==> config.mk <==
export PLATFORM = sky130hd
export DESIGN_NAME = mstk_ctrl
export DESIGN_NICKNAME = d
export VERILOG_FILES = /design/src/rtl/mstk_pkg.sv /design/src/rtl/mstk_ptr.sv /design/src/rtl/mstk_copy.sv /design/src/rtl/mstk_ctrl.sv
export SDC_FILE = /design/constraint.sdc
export NUM_CORES = 1
export LEC_CHECK = 0
export ABC_AREA = 1
export BUFFER_PORTS_ARGS = -buffer_cell sky130_fd_sc_hd__clkbuf_2
export CAP_MARGIN = 20
export CORE_UTILIZATION = 40
export DETAILED_ROUTE_END_ITERATION = 12
export GPL_ROUTABILITY_DRIVEN = 0
export SYNTH_ARGS = -nofsm -noshare
export SYNTH_HDL_FRONTEND = slang
export SYNTH_SLANG_ARGS = --single-unit
export TNS_END_PERCENT = 1
==> constraint.sdc <==
create_clock -name clk -period 2.48 [get_ports clk]
set_clock_uncertainty 0.05 [all_clocks]
set_input_delay 0.496 -clock clk [delete_from_list [all_inputs] [get_ports clk]]
set_output_delay 0.496 -clock clk [all_outputs]
set_load 0.03 [all_outputs]
==> src/rtl/mstk_pkg.sv <==
package mstk_pkg;

   typedef enum logic [2:0] {
      OP_NOP     = 3'd0,
      OP_MODE    = 3'd1,
      OP_PUSH    = 3'd2,
      OP_POP     = 3'd3,
      OP_STORE   = 3'd4,
      OP_RESTORE = 3'd5
   } mstk_op_e;

   localparam logic [1:0] RG_PROJ = 2'd0;
   localparam logic [1:0] RG_POS  = 2'd1;
   localparam logic [1:0] RG_DIR  = 2'd2;
   localparam logic [1:0] RG_TEX  = 2'd3;

endpackage

==> src/rtl/mstk_ptr.sv <==
// Stack pointer with signed pop step; faults when the step leaves 0..2^PW-1.
module mstk_ptr #(
   parameter int PW = 5,
   parameter int CW = 6
) (
   input  logic                 clk,
   input  logic                 rst_n,
   input  logic                 push_i,
   input  logic                 pop_i,
   input  logic signed [CW-1:0] cnt_i,
   output logic [PW-1:0]        ptr_o,
   output logic                 fault_o
);
   localparam int XW = ((PW > CW) ? PW : CW) + 2;

   logic signed [XW-1:0] base, step, diff;
   logic                 out_of_range;

   assign base = $signed({{(XW-PW){1'b0}}, ptr_o});
   assign step = $signed({{(XW-CW){cnt_i[CW-1]}}, cnt_i});
   assign diff = base - step;
   assign out_of_range = (diff[XW-1:PW] != '0);
   assign fault_o = (push_i & (&ptr_o)) | (pop_i & out_of_range);

   always_ff @(posedge clk or negedge rst_n) begin
      if (!rst_n)      ptr_o <= '0;
      else if (push_i) ptr_o <= ptr_o + 1'b1;
      else if (pop_i)  ptr_o <= diff[PW-1:0];
   end

   AST_PUSH_POP_EXCL: assert property (@(posedge clk) disable iff (!rst_n)
      !(push_i && pop_i));
endmodule

==> src/rtl/mstk_copy.sv <==
// Word-by-word copy sequencer; one or two matrices per command.
module mstk_copy
   import mstk_pkg::*;
#(
   parameter int SLOT_W = 5,
   parameter int WORD_W = 4
) (
   input  logic                       clk,
   input  logic                       rst_n,
   input  logic                       start_i,
   input  logic                       pair_i,
   input  logic                       wr_i,
   input  logic [1:0]                 region_i,
   input  logic [SLOT_W-1:0]          slot_i,
   output logic                       busy_o,
   output logic                       we_o,
   output logic                       re_o,
   output logic [2+SLOT_W+WORD_W-1:0] addr_o
);
   logic              pair_q, wr_q;
   logic [1:0]        rg_q, rg_eff;
   logic [SLOT_W-1:0] slot_q;
   logic [WORD_W:0]   cnt;
   logic              last;

   assign last   = (&cnt[WORD_W-1:0]) && (cnt[WORD_W] == pair_q);
   assign rg_eff = pair_q ? (cnt[WORD_W] ? RG_DIR : RG_POS) : rg_q;
   assign we_o   = busy_o & wr_q;
   assign re_o   = busy_o & ~wr_q;
   assign addr_o = {rg_eff, slot_q, cnt[WORD_W-1:0]};

   always_ff @(posedge clk or negedge rst_n) begin
      if (!rst_n) begin
         busy_o <= 1'b0;
         pair_q <= 1'b0;
         wr_q   <= 1'b0;
         rg_q   <= RG_PROJ;
         slot_q <= '0;
         cnt    <= '0;
      end else if (busy_o) begin
         if (last) begin
            busy_o <= 1'b0;
            cnt    <= '0;
         end else begin
            cnt <= cnt + 1'b1;
         end
      end else if (start_i) begin
         busy_o <= 1'b1;
         pair_q <= pair_i;
         wr_q   <= wr_i;
         rg_q   <= region_i;
         slot_q <= slot_i;
         cnt    <= '0;
      end
   end

   AST_WORD_START: assert property (@(posedge clk) disable iff (!rst_n)
      $rose(busy_o) |-> (addr_o[WORD_W-1:0] == '0));
   AST_NO_EARLY_END: assert property (@(posedge clk) disable iff (!rst_n)
      (busy_o && !(&addr_o[WORD_W-1:0])) |=> busy_o);
endmodule

==> src/rtl/mstk_ctrl.sv <==
module mstk_ctrl
   import mstk_pkg::*;
#(
   parameter int SLOT_W = 5,
   parameter int WORDS  = 16,
   parameter int CNT_W  = 6
) (
   input  logic                                  clk,
   input  logic                                  rst_n,
   input  logic                                  cmd_valid,
   input  logic [2:0]                            cmd_op,
   input  logic [CNT_W-1:0]                      cmd_arg,
   input  logic                                  err_ack,
   output logic                                  busy,
   output logic                                  mem_we,
   output logic                                  mem_re,
   output logic [2+SLOT_W+$clog2(WORDS)-1:0]     mem_addr,
   output logic [1:0]                            cur_mode,
   output logic [SLOT_W-1:0]                     pd_ptr,
   output logic                                  proj_ptr,
   output logic                                  stk_err
);
   localparam int WORD_W = $clog2(WORDS);

   generate
      if (WORDS < 2 || (WORDS & (WORDS - 1)) != 0) begin : g_bad_words
         $error("WORDS must be a power of two of at least 2");
      end
      if (CNT_W <= SLOT_W) begin : g_bad_cnt
         $error("CNT_W must exceed SLOT_W");
      end
   endgenerate

   mstk_op_e          op;
   logic              accept, shared, is_proj;
   logic              do_push, do_pop, do_mem, do_copy, wr;
   logic              pd_push, pd_pop, pd_fault;
   logic              pj_push, pj_pop, pj_fault;
   logic              off_fault, err_set;
   logic [SLOT_W-1:0] slot, off, pop_tgt;
   logic [1:0]        region;

   assign op      = mstk_op_e'(cmd_op);
   assign accept  = cmd_valid & ~busy;
   assign shared  = (cur_mode == 2'd1) || (cur_mode == 2'd2);
   assign is_proj = (cur_mode == 2'd0);
   assign off     = cmd_arg[SLOT_W-1:0];

   assign do_push = accept && (op == OP_PUSH);
   assign do_pop  = accept && (op == OP_POP);
   assign do_mem  = accept && ((op == OP_STORE) || (op == OP_RESTORE));
   assign do_copy = do_push | do_pop | do_mem;
   assign wr      = (op == OP_PUSH) || (op == OP_STORE);

   assign pd_push = do_push & shared;
   assign pd_pop  = do_pop  & shared;
   assign pj_push = do_push & is_proj;
   assign pj_pop  = do_pop  & is_proj;

   mstk_ptr #(.PW(SLOT_W), .CW(CNT_W)) u_pd_ptr (
      .clk(clk), .rst_n(rst_n), .push_i(pd_push), .pop_i(pd_pop),
      .cnt_i($signed(cmd_arg)), .ptr_o(pd_ptr), .fault_o(pd_fault));

   mstk_ptr #(.PW(1), .CW(2)) u_pj_ptr (
      .clk(clk), .rst_n(rst_n), .push_i(pj_push), .pop_i(pj_pop),
      .cnt_i(2'sb01), .ptr_o(proj_ptr), .fault_o(pj_fault));

   assign pop_tgt   = pd_ptr - off;
   assign off_fault = do_mem & shared & (&off);
   assign err_set   = pd_fault | pj_fault | off_fault;

   always_comb begin
      region = is_proj ? RG_PROJ : RG_TEX;
      slot   = '0;
      if (shared) begin
         region = RG_POS;
         if (op == OP_PUSH)     slot = pd_ptr;
         else if (op == OP_POP) slot = pop_tgt;
         else                   slot = off;
      end
   end

   mstk_copy #(.SLOT_W(SLOT_W), .WORD_W(WORD_W)) u_copy (
      .clk(clk), .rst_n(rst_n), .start_i(do_copy), .pair_i(shared),
      .wr_i(wr), .region_i(region), .slot_i(slot), .busy_o(busy),
      .we_o(mem_we), .re_o(mem_re), .addr_o(mem_addr));

   always_ff @(posedge clk or negedge rst_n) begin
      if (!rst_n) begin
         cur_mode <= 2'd0;
         stk_err  <= 1'b0;
      end else begin
         if (accept && op == OP_MODE) cur_mode <= cmd_arg[1:0];
         if (err_set)      stk_err <= 1'b1;
         else if (err_ack) stk_err <= 1'b0;
      end
   end

   AST_BUSY_HOLDS_STATE: assert property (@(posedge clk) disable iff (!rst_n)
      busy |=> ($stable(pd_ptr) && $stable(proj_ptr) && $stable(cur_mode)));
   AST_SLOT_OPS_KEEP_PTR: assert property (@(posedge clk) disable iff (!rst_n)
      do_mem |=> ($stable(pd_ptr) && $stable(proj_ptr)));
   AST_ERR_STICKY: assert property (@(posedge clk) disable iff (!rst_n)
      (stk_err && !err_ack) |=> stk_err);
   AST_TEX_NO_ERR: assert property (@(posedge clk) disable iff (!rst_n)
      (accept && cur_mode == 2'd3 && !stk_err) |=> !stk_err);
   AST_ONE_ENABLE: assert property (@(posedge clk) disable iff (!rst_n)
      !busy |-> (!mem_we && !mem_re));
endmodule

==> results_dict.tcl <==
set metrics [dict create \
    synthFlopType "dfrtp_1" \
    hpwl_um 3030 \
    hold_ws_ps 171 \
    highest_layer "met4" \
    maxCapViolCount 0 \
    yosys_warnings 0 \
    wl_per_cell_um 11.7 \
    vias_per_cell 4.60 \
    grt_max_degree 25 \
    grt_pass1_wl_um 6250 \
    required_ps 2600 \
    critical_path_arrival_ps 1960 \
    row_count 23 \
    clock_latency_ps 270 \
    synth.distinct_cells 27 \
    htree_levels 1 \
    clk_pin_slew_ps 90 \
    worstMarginPinSlew_ps 617 \
    powerDensity_nw_per_um2 1210 \
    timing.fmax_mhz 543 \
    synthCells 237 \
    cts-hold-fix-buffers 0 \
    yosys.area.top_type_share 0.356 \
    critPathLaunchType "flip-flop" \
    ys_ff_latch 24 \
    wirelength_um 3760 \
    antenna_found_initial 0 \
    status "finished, final reports clean" \
    firstDrtPassIters 4 \
    hold_viol 0 \
    grt_setup_unrepaired "no" \
    netlist_area_um2 1690 \
    cp_cell_sequence "inv_1 > ha_1 > fa_1 > inv_1 > nand3_1 > nand2_1 > nand2_1 > nand3_1 > nand2_1 > nand2_1 > nand2_1" \
    cts_tree "done" \
    async_reset_ff_frac 1.00 \
    wl_met2_um 1770 \
    nNetsFinal 298 \
    numPortBuffers 35 \
    cpPeakStageDelay_ps 430 \
    vias 1482 \
    grt_pass1_vias 1375 \
    cts_root_buffer "clkbuf_8" \
    syn-num-nets 262 \
    drt_first_iter_violations 31 \
    setup_viol 0 \
    syn_to_final_growth_pct 16.5 \
    avgSynthCellArea_um2 7.13 \
    insertedDiodeCount 0 \
    die_w_um 67.0 \
    min_path_type "input port to async pin" \
    period_share 0.742 \
    drive_gt1_frac 0.191 \
    ant_nets 0 \
    die_area_um2 4490 \
    fin_crit_ps 1840 \
    dp_slack_ps 557 \
    met1_length_um 1850 \
    yosysTopAreaCell "dfrtp_1" \
    fillers 422 \
    synthTopCellsByArea "dfrtp_1 36%, nand2_1 16%, inv_1 8.2%" \
    yosysSeqAreaShare 0.356 \
    yosysMostFrequentCell "nand2_1" \
    clk_path_buf_depth 2 \
    timing.setup.tns_ps 0 \
    postPlaceCellArea_um2 1900 \
    synth_common_cells "74 x nand2_1, 37 x inv_1, 24 x dfrtp_1, 21 x nand3_1, 16 x nor2_1" \
    setup_ws_ps 640 \
    drv_slew 0 \
    cp-end-kind "flip-flop" \
    crit_type "flip-flop to flip-flop" \
    io_pins 36 \
    crit_path_frequent_cell "nand2_1" \
    final_area_um2 1970 \
    die_y_um 67.0 \
    cts_resized 0 \
    crit_fanout 5 \
    core_um2 4030 \
    drc_errors 0 \
    numCtsBuffers 3 \
    clkSinkCount 24 \
    start_util 0.419 \
    synth_edf_count 0 \
    track_usage 0.185 \
    cp_slowest_cell "dfrtp_1" \
    leakage_nw 1.12 \
    vdd_drop_max_v 0.000506 \
    gr-total-overflow 0 \
    postCtsSetupRepairBufs 0 \
    wl_met3_um 120 \
    maxSlewHeadroom 0.589 \
]
metrics by stage:
| step | total power, W | util | std cells |
|---|---|---|---|
| after CTS | 0.00241 | 0.489 | 322 |
| after floorplan | 0.00175 | - | 237 |
| after detailed placement | 0.00206 | 0.471 | 318 |
| after global routing | 0.00261 | 0.489 | 322 |
| after global placement | 0.00205 | 0.471 | 318 |
| final | 0.00238 | 0.489 | 322 |
worst max-delay path, delay by kind of cell, from the launching register on:
family	cells	cell delay, ps
fa+ha+maj	2	620
buf+inv	2	190
flops	1	430
simple gates	7	440
cell type report:
type / instances / area [um2] / area share
Multi-Input combinational cell: 168 / 902 / 0.458
Sequential cell: 24 / 601 / 0.305
Timing Repair Buffer: 35 / 175 / 0.0890
Inverter: 41 / 156 / 0.0795
Tap cell: 50 / 62.6 / 0.0318
Clock buffer: 3 / 41.3 / 0.0210
Clock inverter: 1 / 30.0 / 0.0153
kinds of logic (layout without fill, tap and decap cells):
logic type                 count (synthesis)  after routing  synth area share
buffers and inverters                     45             80             0.110
adders and majority gates                 12             12            0.0933
and+or+nand+nor                          125            125             0.330
xor gates and xnor gates                   4              4            0.0207
AOI/OAI and AO/OA                         27             27            0.0896
DFF                                       24             24             0.356
cells in the final DEF, fill, tap and decap left out, types with 3 or more instances in the layout:
cell      count
inv_2         3
ha_1         11
a21oi_1       5
nand3_1      21
nand2_1      74
dfrtp_1      24
nor2_2        3
o21ai_1       4
inv_1        37
clkbuf_2     35
o21ai_0      12
nor2_1       16
xor2_1        3
clkbuf_8      3
state kept, by name, indices dropped and copies added, names as in the netlist:
| name | count |
|---|---|
| u_copy.rg_q | 2 |
| u_copy.cnt | 5 |
| u_pd_ptr.ptr_o | 5 |
| u_copy.wr_q | 1 |
| u_copy.busy_o | 1 |
| u_copy.pair_q | 1 |
| u_pj_ptr.ptr_o | 1 |
| u_copy.slot_q | 5 |
| stk_err | 1 |
| cur_mode | 2 |
power breakdown:
| part | total, W | internal, W | switching (W) |
|---|---|---|---|
| combinational | 0.00131 | 0.000426 | 0.000886 |
| clock | 0.000348 | 0.000216 | 0.000132 |
| sequential | 0.000723 | 0.000556 | 0.000167 |
metal layers:
metal | up-vias | GRT usage
met3 | 2 | 0.0377
met5 | - | 0
met4 | 0 | 0.0266
met1 | 640 | 0.251
li1 | 814 | -
met2 | 26 | 0.307
final timing paths:
| check | from | end | slack [ps] | cells after the start |
|---|---|---|---|---|
| worst max-delay path | u_pd_ptr.ptr_o[0] | u_copy.slot_q[4] | 640 | 11 |
| worst min-delay path | rst_n | u_copy.rg_q[1] | 170 | 1 |
| worst max register to register | u_pd_ptr.ptr_o[0] | u_copy.slot_q[4] | 640 | 11 |
| worst min register to register | u_copy.slot_q[1] | u_copy.slot_q[1] | 430 | 2 |
| max in group asynchronous | rst_n | u_pd_ptr.ptr_o[4] | 1810 | 1 |
| min in group clk | u_copy.slot_q[1] | u_copy.slot_q[1] | 430 | 2 |
Power figures use the tool's default switching activity.
